<file path="src/rtl/dep_pkg.sv">
// Package: shared operand-kind encoding for the dependency checker.
// Assumes the decoder that feeds the block uses this same encoding.
package dep_pkg;
    typedef enum logic [1:0] {
        OPK_NONE = 2'd0,
        OPK_REG  = 2'd1,
        OPK_IMM  = 2'd2,
        OPK_DISP = 2'd3
    } opkind_e;
endpackage

</file>
<file path="src/rtl/dep_src_cmp.sv">
// Module: compares one later source operand with the earlier destination.
// Assumes prv_is_reg and prv_is_mem are never both high.
module dep_src_cmp
    import dep_pkg::*;
#(
    parameter int RW = 5
) (
    input  logic [1:0]    kind,
    input  logic [RW-1:0] idx,
    input  logic [RW-1:0] prv_idx,
    input  logic          prv_is_reg,
    input  logic          prv_is_mem,
    output logic          hit
);
    opkind_e k;
    logic    uses_reg;

    // Decode the operand kind and form the per-operand conflict.
    always_comb begin
        k        = opkind_e'(kind);
        uses_reg = (k == OPK_REG) || (k == OPK_DISP);
        hit      = (prv_is_reg && uses_reg && (idx == prv_idx))
                 || (prv_is_mem && (k == OPK_DISP));
    end
endmodule

</file>
<file path="src/rtl/dep_pair_eval.sv">
// Module: combinational verdict for one instruction pair.
// Assumes the descriptor fields are stable while pair_valid is high.
module dep_pair_eval #(
    parameter int RW   = 5,
    parameter int NSRC = 3
) (
    input  logic              prv_dst_vld,
    input  logic              prv_dst_mem,
    input  logic [RW-1:0]     prv_dst_idx,
    input  logic              prv_flag_wr,
    input  logic              nxt_flag_rd,
    input  logic              nxt_dst_mem,
    input  logic [RW-1:0]     nxt_dst_idx,
    input  logic [2*NSRC-1:0] nxt_src_kind,
    input  logic [RW*NSRC-1:0] nxt_src_idx,
    output logic              dep
);
    logic            prv_is_reg;
    logic            prv_is_mem;
    logic [NSRC-1:0] src_hit;
    logic            base_hit;
    logic            flag_hit;

    // Classify the earlier destination.
    always_comb begin
        prv_is_reg = prv_dst_vld && !prv_dst_mem;
        prv_is_mem = prv_dst_vld &&  prv_dst_mem;
    end

    for (genvar j = 0; j < NSRC; j++) begin : g_src
        dep_src_cmp #(.RW(RW)) u_cmp (
            .kind       (nxt_src_kind[2*j +: 2]),
            .idx        (nxt_src_idx[RW*j +: RW]),
            .prv_idx    (prv_dst_idx),
            .prv_is_reg (prv_is_reg),
            .prv_is_mem (prv_is_mem),
            .hit        (src_hit[j])
        );
    end

    // Store base of the later instruction acts as a register source.
    always_comb begin
        base_hit = prv_is_reg && nxt_dst_mem && (nxt_dst_idx == prv_dst_idx);
        flag_hit = prv_flag_wr && nxt_flag_rd;
        dep      = flag_hit || base_hit || (|src_hit);
    end
endmodule

</file>
<file path="config.mk">
export PLATFORM = sky130hd
export DESIGN_NAME = dep_pair_eval
export DESIGN_NICKNAME = d
export VERILOG_FILES = /design/src/rtl/dep_pkg.sv /design/src/rtl/dep_src_cmp.sv /design/src/rtl/dep_pair_eval.sv
export SDC_FILE = /design/constraint.sdc
export NUM_CORES = 1
export LEC_CHECK = 0
export BUFFER_PORTS_ARGS = -buffer_cell sky130_fd_sc_hd__clkbuf_2
export CAP_MARGIN = 10
export CORE_AREA = 3 3 40 42
export DETAILED_ROUTE_END_ITERATION = 8
export DIE_AREA = 0 0 43 45
export PLACE_DENSITY = 0.62
export REMOVE_ABC_BUFFERS = 1
export SYNTH_ARGS = -nofsm -noshare
export SYNTH_HDL_FRONTEND = slang
export SYNTH_HIERARCHICAL = 1
export SYNTH_SLANG_ARGS = --single-unit
</file>
<file path="constraint.sdc">
create_clock -name vclk -period 1.3
set_input_delay 0.065 -clock vclk [all_inputs]
set_output_delay 0.065 -clock vclk [all_outputs]
set_load 0.005 [all_outputs]
</file>
==> run summary <==
Status: finished clean
Area leader, netlist: xnor2_1
Antenna Cells: 0
Port buffer count: 37
Crit end category: output port
HP Class: input port to output port
Slew HR: 80.9%
WL final: 861 um
Mapped cell area: 283 um2
Final hold slack: 0.418 ns
Post-synthesis sequential area ratio: 0%
Most frequent cells in the layout: clkbuf_2, xnor2_1, nand3_1, nand4_1, o21ai_1
Initial antenna violation count: 0
Fraction of layout cells with a size suffix above 1: 50.7%
DIE HEIGHT: 45 um
VDD IR max: 83.0 uV
# rows: 13
CP Launch Type: input port
LEAKAGE: 0.214 nW
Final worst-path setup slack: 0.177 ns
Drt initial violations: 1
Hold Buf Count CTS: 0
Final hold violation count: 0
Crit share post-route: 86.4%
Post-CTS Setup Inserts: 0
Total power: 0.152 mW
Crit path largest cell delay: 0.32 ns
Detailed Routing Iterations Pass 1: 2
Finish-stage setup viols: 0
Global Route Usage Sum: 8.96%
DR vias/cell: 4.18
Cell Chain, Critical Path: clkbuf_2 -> xnor2_1 -> nand4_1 -> o21ai_1 -> a2111oi_2 -> o21ai_1 -> clkbuf_2
Sequential cells: 0
Initial core utilization: 22.0%
CP delay by family, top: compound AO/OA/AOI/OAI gates
First-pass GRT wire length: 1.43 mm
Max-slew violations: 0
Syn avg cell area: 7.44 um2
Top cells by area, synth: xnor2_1, nand3_1, nand4_1
Critical path required time: 1.24 ns
Slew @ Worst Pin: 0.285 ns
Via count: 376
Crit path time final: 1.12 ns
Slowest CP cell: a2111oi_2
Power density over cell area: 312 nW/um2
Commonest non-fill, non-tap cell in the layout: clkbuf_2
TNS Setup: 0 ns
Die width: 43 um
Bufs and invs on worst path: 2
Drc violations: 0
Total gr overflow: 0
DIE AREA: 1940 um2
Area Growth Syn to Fin: 72.1%
Yosys cell types: 7
RSZ-0062 raised after global routing: false
Routed Antenna Nets: 0
Crit path DAT: 1.06 ns
Placer Congestion: 0.627
Max cap viols: 0
Post-CTS Resized: 0
Synth top area share: 61.9%
Core area: 1280 um2
CP Class: input port to output port
Max Fclk: 0.891 GHz
Vias in the first global route: 349
Post-Syn Instances: 38
Io pins: 37
Ys Warns: 6
Sequential Area: 0 um2
Final nets: 113
CP max FO: 4
DR WL/cell: 9.57 um
Setup Slack @ Placement: 0.161 ns
# clk buffers: 0
Pin count of the biggest net entering global routing: 5
-- logic make-up (layout without fill, tap and decap cells) --
group	Yosys count	count (layout)	synth area share (%)
XOR/XNOR	20	20	61.9
AND/OR/NAND/NOR	13	13	25.7
AO/OA/AOI/OAI	5	5	12.4
buffers and inverters	0	37	0
-- layer usage --
layer	routed length (um)	part of all wire, %	vias to the layer above	GRT usage [%]
met5	0	0	-	0
met4	0	0	0	0
met3	55	6.4	0	0
met2	471	55	13	16.2
met1	333	39	152	12.9
li1	-	-	211	-
-- path summary, 6_finish.rpt --
| check | to | depth (start not counted) | slack, ns | start |
|---|---|---|---|---|
| setup / recovery | dep | 7 | 0.18 | prv_dst_idx[0] |
| hold / removal | dep | 4 | 0.42 | nxt_dst_mem |
-- Yosys cell counts, drive strengths merged --
| cell | count |
|---|---|
| o21ai | 4 |
| and2 | 1 |
| nand4 | 4 |
| nor2b | 1 |
| nand3 | 7 |
| xnor2 | 20 |
| a2111oi | 1 |
-- stage by stage --
step	std cells	utilization [%]	area [um2]
detailed placement	90	37.9	487
global placement	90	37.9	487
floorplan	38	-	283
global route	90	37.9	487
CTS	90	37.9	487
finish	90	37.9	487
-- area by class of cell --
cell class                 instances  area [um2]
tap                               15        18.8
multi-input combinational         38         283
timing repair buffer              37         185
fill                             151         798
-- where the power goes --
| part | total [mW] | internal [mW] | switching [mW] |
|---|---|---|---|
| clock | 0 | 0 | 0 |
| combinational | 0.152 | 0.0910 | 0.0608 |
| sequential | 0 | 0 | 0 |
| total | 0.152 | 0.0910 | 0.0608 |
(Power assumes the default switching activity.)
